<file path="config.mk">
export PLATFORM = sky130hd
export DESIGN_NAME = stepx_top
export DESIGN_NICKNAME = d
export VERILOG_FILES = /design/src/rtl/stepx_pkg.sv /design/src/rtl/stepx_sync.sv /design/src/rtl/stepx_seq.sv /design/src/rtl/stepx_phase.sv /design/src/rtl/stepx_top.sv
export SDC_FILE = /design/constraint.sdc
export NUM_CORES = 1
export LEC_CHECK = 0
export BUFFER_PORTS_ARGS = -buffer_cell sky130_fd_sc_hd__buf_2
export CORE_MARGIN = 2
export CORE_UTILIZATION = 44
export CTS_CLUSTER_DIAMETER = 80
export DETAILED_ROUTE_END_ITERATION = 12
export PLACE_DENSITY_LB_ADDON = 0.05
export SKIP_CTS_REPAIR_TIMING = 1
export SYNTH_ARGS = -nofsm -noshare
export SYNTH_HDL_FRONTEND = slang
export SYNTH_SLANG_ARGS = --single-unit
</file>
<file path="constraint.sdc">
create_clock -name clk -period 2.55 [get_ports clk]
set_input_delay 0.51 -clock clk [delete_from_list [all_inputs] [get_ports clk]]
set_output_delay 0.51 -clock clk [all_outputs]
set_load 0.1 [all_outputs]
</file>
<file path="src/rtl/stepx_pkg.sv">
// Shared types and the electrical-cycle level function for the step translator.
// Assumes an eight-position cycle, with phase 2 lagging phase 1 by two positions.
package stepx_pkg;
    localparam int POS_N = 8;
    localparam int POS_W = $clog2(POS_N);
    localparam logic [POS_W-1:0] HOME_POS = 3'd1;

    typedef logic [1:0] mag_t;

    typedef struct packed {
        logic neg;
        mag_t mag;
    } lvl_t;

    // Cosine-shaped level at index k: magnitude 2 at k%4==0, 0 at k%4==2, else 1.
    function automatic lvl_t cycle_level(input logic [POS_W-1:0] k);
        lvl_t r;
        case (k[1:0])
            2'd0:    r.mag = 2'd2;
            2'd2:    r.mag = 2'd0;
            default: r.mag = 2'd1;
        endcase
        r.neg = (k == 3'd3) || (k == 3'd4) || (k == 3'd5);
        return r;
    endfunction
endpackage

</file>
<file path="src/rtl/stepx_sync.sv">
// Multi-stage synchroniser for a bundle of asynchronous control bits.
// Assumes the bits are held stable for several clocks around a change.
module stepx_sync #(
    parameter int STAGES = 2,
    parameter int WIDTH  = 3
) (
    input  logic             clk,
    input  logic             rst_n,
    input  logic [WIDTH-1:0] d_async,
    output logic [WIDTH-1:0] q_sync
);
    logic [WIDTH-1:0] chain [STAGES];

    generate
        for (genvar s = 0; s < STAGES; s++) begin : g_stage
            if (s == 0) begin : g_first
                // First capture stage
                always_ff @(posedge clk) begin
                    if (!rst_n) chain[0] <= '0;
                    else        chain[0] <= d_async;
                end
            end else begin : g_next
                // Following resolution stage
                always_ff @(posedge clk) begin
                    if (!rst_n) chain[s] <= '0;
                    else        chain[s] <= chain[s-1];
                end
            end
        end
    endgenerate

    assign q_sync = chain[STAGES-1];
endmodule

</file>
<file path="src/rtl/stepx_seq.sv">
// Position sequencer: moves the cycle index on each step request.
// Assumes adv is a one-cycle pulse; dir/half are valid in that cycle.
module stepx_seq
    import stepx_pkg::*;
(
    input  logic             clk,
    input  logic             rst_n,
    input  logic             adv,
    input  logic             dir,
    input  logic             half,
    output logic [POS_W-1:0] pos,
    output logic [POS_W-1:0] pos_next
);
    logic [POS_W-1:0] delta;

    // Step size: two only in full-step mode from a full-step (odd) position
    always_comb begin
        delta = (!half && pos[0]) ? POS_W'(2) : POS_W'(1);
        pos_next = dir ? (pos + delta) : (pos - delta);
    end

    // Index register, home on reset
    always_ff @(posedge clk) begin
        if (!rst_n)   pos <= HOME_POS;
        else if (adv) pos <= pos_next;
    end

    assert_hold_no_edge_R4: assert property (@(posedge clk) disable iff (!rst_n)
        !adv |=> $stable(pos));
    assert_moves_on_edge_R5: assert property (@(posedge clk) disable iff (!rst_n)
        adv |=> pos != $past(pos));
    assert_full_stays_full_R3: assert property (@(posedge clk) disable iff (!rst_n)
        (adv && !half && pos[0]) |=> pos[0]);
    assert_full_realigns_R9: assert property (@(posedge clk) disable iff (!rst_n)
        (adv && !half && !pos[0]) |=> pos[0]);
    assert_wrap_up_R5: assert property (@(posedge clk) disable iff (!rst_n)
        (adv && dir && half && pos == 3'd7) |=> pos == 3'd0);
endmodule

</file>
<file path="src/rtl/stepx_phase.sv">
// One winding: level decode and automatic decay selection at each step.
// Assumes pos/pos_next come from the sequencer; LAG shifts the cycle per phase.
module stepx_phase
    import stepx_pkg::*;
#(
    parameter int LAG = 0
) (
    input  logic             clk,
    input  logic             rst_n,
    input  logic             adv,
    input  logic [POS_W-1:0] pos,
    input  logic [POS_W-1:0] pos_next,
    output lvl_t             lvl,
    output logic             mixed
);
    localparam logic [POS_W-1:0] LAG_V = POS_W'(LAG);
    lvl_t lvl_new;

    // Present and upcoming level for this winding
    always_comb begin
        lvl     = cycle_level(pos - LAG_V);
        lvl_new = cycle_level(pos_next - LAG_V);
    end

    // Decay flag: Mixed when magnitude falls, Slow otherwise; Mixed after reset
    always_ff @(posedge clk) begin
        if (!rst_n)   mixed <= 1'b1;
        else if (adv) mixed <= (lvl_new.mag < lvl.mag);
    end

    assert_flag_holds_R7: assert property (@(posedge clk) disable iff (!rst_n)
        !adv |=> $stable(mixed));
    assert_mag_legal_R1: assert property (@(posedge clk) disable iff (!rst_n)
        lvl.mag != 2'd3);
endmodule

</file>
<file path="src/rtl/stepx_top.sv">
// Step translator top: synchronises step/dir/resolution, finds the step edge,
// sequences the cycle and drives per-phase levels, decay flags and enable.
// Assumes dir_in/half_in are stable around step_in rising.
module stepx_top
    import stepx_pkg::*;
#(
    parameter int SYNC_STAGES = 2
) (
    input  logic       clk,
    input  logic       rst_n,
    input  logic       step_in,
    input  logic       dir_in,
    input  logic       half_in,
    input  logic       drv_disable,
    output logic [1:0] ph1_mag,
    output logic       ph1_neg,
    output logic       ph1_mixed,
    output logic [1:0] ph2_mag,
    output logic       ph2_neg,
    output logic       ph2_mixed,
    output logic       drive_on,
    output logic [2:0] pos_idx
);
    localparam int NPH = 2;

    logic [2:0]       ctl_s;
    logic             step_d;
    logic             adv;
    logic [POS_W-1:0] pos, pos_next;
    lvl_t             lvl   [NPH];
    logic             mixed [NPH];

    stepx_sync #(.STAGES(SYNC_STAGES), .WIDTH(3)) u_sync (
        .clk     (clk),
        .rst_n   (rst_n),
        .d_async ({half_in, dir_in, step_in}),
        .q_sync  (ctl_s)
    );

    // Previous synchronised step level for edge detection
    always_ff @(posedge clk) begin
        if (!rst_n) step_d <= 1'b0;
        else        step_d <= ctl_s[0];
    end

    assign adv = ctl_s[0] && !step_d;

    stepx_seq u_seq (
        .clk      (clk),
        .rst_n    (rst_n),
        .adv      (adv),
        .dir      (ctl_s[1]),
        .half     (ctl_s[2]),
        .pos      (pos),
        .pos_next (pos_next)
    );

    generate
        for (genvar p = 0; p < NPH; p++) begin : g_phase
            stepx_phase #(.LAG(2 * p)) u_phase (
                .clk      (clk),
                .rst_n    (rst_n),
                .adv      (adv),
                .pos      (pos),
                .pos_next (pos_next),
                .lvl      (lvl[p]),
                .mixed    (mixed[p])
            );
        end
    endgenerate

    // Output-enable flag, off in reset or when disabled
    always_ff @(posedge clk) begin
        if (!rst_n) drive_on <= 1'b0;
        else        drive_on <= !drv_disable;
    end

    assign ph1_mag   = lvl[0].mag;
    assign ph1_neg   = lvl[0].neg;
    assign ph1_mixed = mixed[0];
    assign ph2_mag   = lvl[1].mag;
    assign ph2_neg   = lvl[1].neg;
    assign ph2_mixed = mixed[1];
    assign pos_idx   = pos;

    assert_home_on_reset_R2: assert property (@(posedge clk)
        !rst_n |=> (pos_idx == 3'd1 && ph1_mixed && ph2_mixed && !drive_on));
    assert_decay_ph1_R7: assert property (@(posedge clk) disable iff (!rst_n)
        $past(adv) |-> (ph1_mixed == (ph1_mag < $past(ph1_mag))));
    assert_decay_ph2_R7: assert property (@(posedge clk) disable iff (!rst_n)
        $past(adv) |-> (ph2_mixed == (ph2_mag < $past(ph2_mag))));
    assert_disable_gates_R8: assert property (@(posedge clk) disable iff (!rst_n)
        drv_disable |=> !drive_on);
    assert_zero_unsigned_R1: assert property (@(posedge clk) disable iff (!rst_n)
        ((ph1_mag != 2'd0 || !ph1_neg) && (ph2_mag != 2'd0 || !ph2_neg)));
endmodule

</file>
; Yosys cells after proc, flatten, opt, wreduce, memory -nomap -nowiden
; Memories as Yosys holds them, arrays and structs flattened.
; Cells that the tools add are included.
[word_totals]
ff_bits = 7
output_inout_bits = 12
memories = 1
input_bits = 6
ram_bits = 6
word_cells = 47
[memory_table]
columns = memory, words, width, rd, rd_ports_with_merged_regs, write_ports, line
row1 = u_sync.chain, 2, 3, 2, 0, 2, stepx_sync.sv:12  ; logic [WIDTH-1:0] chain [STAGES];
[classes]
magnitude_cmp = 2
n_eq_ne = 10
reduce_logical = 13
n_mux = 10
addsub = 4
n_bitwise = 2
[ops]
columns = operator, n
row1 = $pmux W2 S2, 4
row2 = $eq A3 B3 Y1 const B, 4
row3 = $mux W3, 3
row4 = $eq A2 B2 Y1 const B, 4
row5 = $logic_not A2 Y1, 4
row6 = $eq A3 B2 Y1 const B, 2
row7 = $logic_or A1 B1 Y1, 4
row8 = $lt A2 B2 Y1, 2
row9 = $add A3 B3 Y3, 1
row10 = $logic_not A1 Y1, 3
row11 = $sub A3 B2 Y3 const B, 1
row12 = $sub A3 B3 Y3, 1
row13 = $logic_and A1 B1 Y1, 2
row14 = $mux W1, 2
row15 = $mux W2, 1
row16 = $or A1 B1 Y1, 2
row17 = $sub A2 B2 Y2 const B, 1

; Logic depth before layout (Yosys ltp)
; An unclocked memory read counts as a cell.
[logic_depth]
depth_word = 10
ltp_mapped = 8
mapped_depth_nobuf = 8

; Hierarchy
; From an unflattened synthesis, not the netlist that was laid out.
[unflattened]
hier_cells = 62
hier_area_um2 = 599.3
[by_module_without_submodules]
columns = mod, area_per_inst_um2, instances, seq_area_each_um2, cells_each
row1 = stepx_seq, 187.7, 1, 60.1, 20
row2 = stepx_sync, 157.7, 1, 120.1, 12
row3 = stepx_phase at g_phase[1].u_phase, 91.3, 1, 20.0, 12
row4 = stepx_phase at g_phase[0].u_phase, 88.8, 1, 20.0, 13
row5 = stepx_top, 73.8, 1, 40.0, 5

; Least setup slack after synthesis
; Ideal clock, no wire load.
[synth_timing]
path_type = reg2out
from = register u_seq.pos[2]
to = output port ph1_neg
path_slack_ns = -0.630
stages_incl_launch_ff = 2
path_buffers = 0
arrival_ns = 2.670
path_cell_list = dfxtp_1 mux2i_1
[synth_between]
elab_chain_cells = 3
[synth_rtl]
columns = element, line
row1 = start: declaration, stepx_seq.sv:11  ; output logic [POS_W-1:0] pos,
row2 = start signal: assignment, stepx_seq.sv:25  ; else if (adv) pos <= pos_next;
row3 = $eq A3 B2 Y1 / $eq A3 B3 Y1 (equally long branches), stepx_pkg.sv:23  ; r.neg = (k == 3'd3) || (k == 3'd4) || (k == 3'd5);
row4 = $logic_or A1 B1 Y1, stepx_pkg.sv:23
row5 = $logic_or A1 B1 Y1 *, stepx_pkg.sv:23
row6 = end: declaration, stepx_top.sv:16  ; output logic ph1_neg,
; Mark *: on every way between the ends. The rest lies on a longest branch, timed or not.

; Final worst setup path
[layout_timing]
from = register u_seq.pos[0]
to = register g_phase[0].u_phase.mixed
[layout_between]
elab_chain_cells = 7
[layout_rtl]
columns = element, line
row1 = $logic_and A1 B1 Y1, stepx_seq.sv:18  ; delta = (!half && pos[0]) ? POS_W'(2) : POS_W'(1);
row2 = $mux W2, stepx_seq.sv:18
row3 = $sub A3 B3 Y3 / $add A3 B3 Y3 (equally long branches), stepx_seq.sv:19  ; pos_next = dir ? (pos + delta) : (pos - delta);
row4 = $mux W3, stepx_seq.sv:19
row5 = $eq A2 B2 Y1 / $logic_not A2 Y1 (equally long branches), stepx_pkg.sv:18  ; case (k[1:0])
row6 = $pmux W2 S2, stepx_pkg.sv:18
row7 = $lt A2 B2 Y1 *, stepx_phase.sv:28  ; else if (adv) mixed <= (lvl_new.mag < lvl.mag);
row8 = end signal: assignment, stepx_phase.sv:28
row9 = end: declaration, stepx_phase.sv:14  ; output logic mixed
; Marked as above.
; A chain may end at the register's enable or synchronous reset.

==> metrics.cfg <==
[run_status]
outcome = complete, no violations

[power]
sequentialPowerShare = 0.467
combinationalPowerShare = 0.271
switching_power_mw = 0.166
p_int_mw = 0.303
power.share.switching = 0.354
power_density_nw_per_um2 = 688
ir_drop_uv = 280
p_clk_frac = 0.262
fin_total_pwr_mw = 0.470
cellLeakagePower_nw = 0.342

[floorplanning]
floorplan.rows = 13
die_height_um = 40.1
initial_util = 0.459
die-area_um2 = 1610
fp.coreArea_um2 = 1250
ios = 18
die_x_um = 40.1

[sta]
finalCritPeriodShare = 0.770
hold_viol_final = 0
post-route-min-period_ps = 1960
max_clock_freq_mhz = 509
timing.hold.ws_ps = 390
timing.clock.skew_ps = 1.36
setup-tns-final_ps = 0
grt_setup_unrepaired = false
slew_headroom = 0.678
finalSetupViolCount = 0
slew_at_the_pin_closest_to_its_max_slew_limit_ps = 486
finalMaxSlewViolations = 0
setup_slack_ps = 585

[route]
vias_per_cell = 4.53
dr.first_iter.drc_count = 0
drc_errors = 0
wirelength_um = 856
route.antenna.remaining_nets = 0
drt_first_pass_iters = 1
vias = 421
routedWlPerCell_um = 9.20

[clocking]
cts_buffers = 3
clkLatencyLatePin_ps = 260
max-clock-path-buffers = 2
cts_tree = yes
clkSinkCount = 13
htree_num_levels = 1
root_buffer = clkbuf_4
clk_pin_slew_ps = 80

[global_route]
first_global_vias = 329
global_route.overflow_total = 0
grt.total_usage = 0.134
grt_start_max_net_pins = 14
grt_pass1_wl_mm = 1.33
antenna_violations_before_repair = 0

[layout]
layout.cells.most_common_list = 17 x buf_2, 12 x dfxtp_1, 9 x and2_1, 7 x nand2_1
layout_commonest_cell = buf_2
areaGrowthSynthToFinish_pct = 19.0
fillers = 122
num_antenna_cells = 0
postLayoutCoreUtil = 0.545
multi_input_area_um2 = 277
sequential_cell_area_um2 = 262
post_route_cells_drive_above_1_share = 0.308
final_nets = 89

[worst_setup_path]
crit_path_cell_trace = nand2b_1 -> and2_1 -> fa_1 -> nor2b_1 -> ha_1 -> a211o_1 -> nand3_1
crit_path_top_delay_cell = fa_1
endpoint_kind = flip-flop
critPathLaunchType = flip-flop
setup.worst_path.class = flip-flop to flip-flop
worst-path-max-fanout = 10
critPathArrivalTime_ps = 2180
cp.required_ps = 2760
maximum_single_stage_delay_on_the_critical_path_ps = 540

[yosys]
syn_nets = 71
synthCells = 61
synth_sequential_area_ratio = 0.453
syn-cell-area_um2 = 574
yosysWarningCount = 0
synthesis.area_per_instance_um2 = 9.41
synth_seq_cells = 13
synth_cell_types = 22

[flow_run]
maxCapViolCount = 0

[placement]
place.gp.congestion = 0.648
dp_hpwl_um = 647
io_buffer_count = 17
setup_slack_after_placement_ps = 571

[hold_path]
hold_path_class = input pin to flip-flop

[area by class of cell]
type	instances	share of cell area
multi-input cells	40	0.405
flip-flops and latches	13	0.383
repair buffers	17	0.125
clock buffers	4	0.0385
well taps	15	0.0275
inverters	4	0.0220
[synthesized netlist by cell type]
cell / count / area, um^2
inv_1: 4 / 15.0
xnor2_1: 1 / 8.76
nand3_1: 3 / 15.0
and3_1: 1 / 6.26
or3_1: 1 / 6.26
nor2b_1: 2 / 12.5
and2b_2: 1 / 8.76
nand2b_1: 4 / 25.0
buf_6: 1 / 11.3
buf_4: 1 / 7.51
and2_1: 9 / 56.3
nor2_1: 1 / 3.75
dfxtp_1: 13 / 260
fa_1: 1 / 20.0
a211o_1: 2 / 17.5
ha_1: 3 / 37.5
or2_2: 1 / 6.26
a21boi_1: 1 / 7.51
nand2_1: 7 / 26.3
o21ai_0: 1 / 5.00
clkbuf_1: 2 / 7.51
mux2i_1: 1 / 10.0
[routing by layer]
layer / part of all wire / GRT usage / wire length (um) / vias up
li1: - / - / - / 228
met1: 0.50 / 0.143 / 429 / 178
met2: 0.42 / 0.210 / 358 / 13
met3: 0.063 / 0.0500 / 54 / 2
met4: 0.015 / 0.103 / 13 / 0
met5: 0 / 0 / 0 / -
[worst max-delay path: cells and delay by family, from the launching register on]
family	cells	cell delay [ps]
AO/OA/AOI/OAI	1	250
flip-flops	1	400
adder cells (fa/ha/maj)	2	770
AND/OR/NAND/NOR	4	480
[final timing paths]
check | start | end | slack [ps] | cells past startpoint
max | u_seq.pos[0]$_SDFFE_PN1P_ | g_phase[0].u_phase.mixed$_SDFFE_PN1P_ | 590 | 7
min | drv_disable | drive_on$_SDFF_PN0_ | 390 | 2
max reg2reg | u_seq.pos[0]$_SDFFE_PN1P_ | g_phase[0].u_phase.mixed$_SDFFE_PN1P_ | 590 | 7
min reg2reg | u_sync.chain[0][1]$_SDFF_PN0_ | u_sync.chain[1][1]$_SDFF_PN0_ | 430 | 1
[per-stage QoR]
stage	cells	instance area (um^2)
6_report	93	683
5_1_grt	93	683
4_1_cts	93	683
3_5_place_dp	89	657
3_3_place_gp	89	657
2_1_floorplan	61	581
[kinds of logic (layout without fill, tap and decap cells)]
kind of cell	after synthesis	count (layout)	share of synthesized area
muxes	1	1	0.0174
and+or+nand+nor	30	30	0.290
buffers and inverters	8	25	0.0719
AOI/OAI and AO/OA	4	4	0.0523
xor gates and xnor gates	1	1	0.0153
adders and majority gates	4	4	0.100
DFF	13	13	0.453
[power by group through the flow]
stage / Sequential [mW] / Combinational, mW / Clock, mW
global placement: 0.224 / 0.128 / 0
finish: 0.219 / 0.127 / 0.123
global route: 0.221 / 0.136 / 0.140
CTS: 0.219 / 0.129 / 0.129
detailed placement: 0.224 / 0.129 / 0
floorplan: 0.260 / 0.0759 / 0
[registers in the layout, indices dropped and copies added, names as in the netlist]
signal,cells
g_phase.u_phase.mixed,2
drive_on,1
u_seq.pos,3
u_sync.chain,6
step_d,1
(Power assumes the default switching activity.)
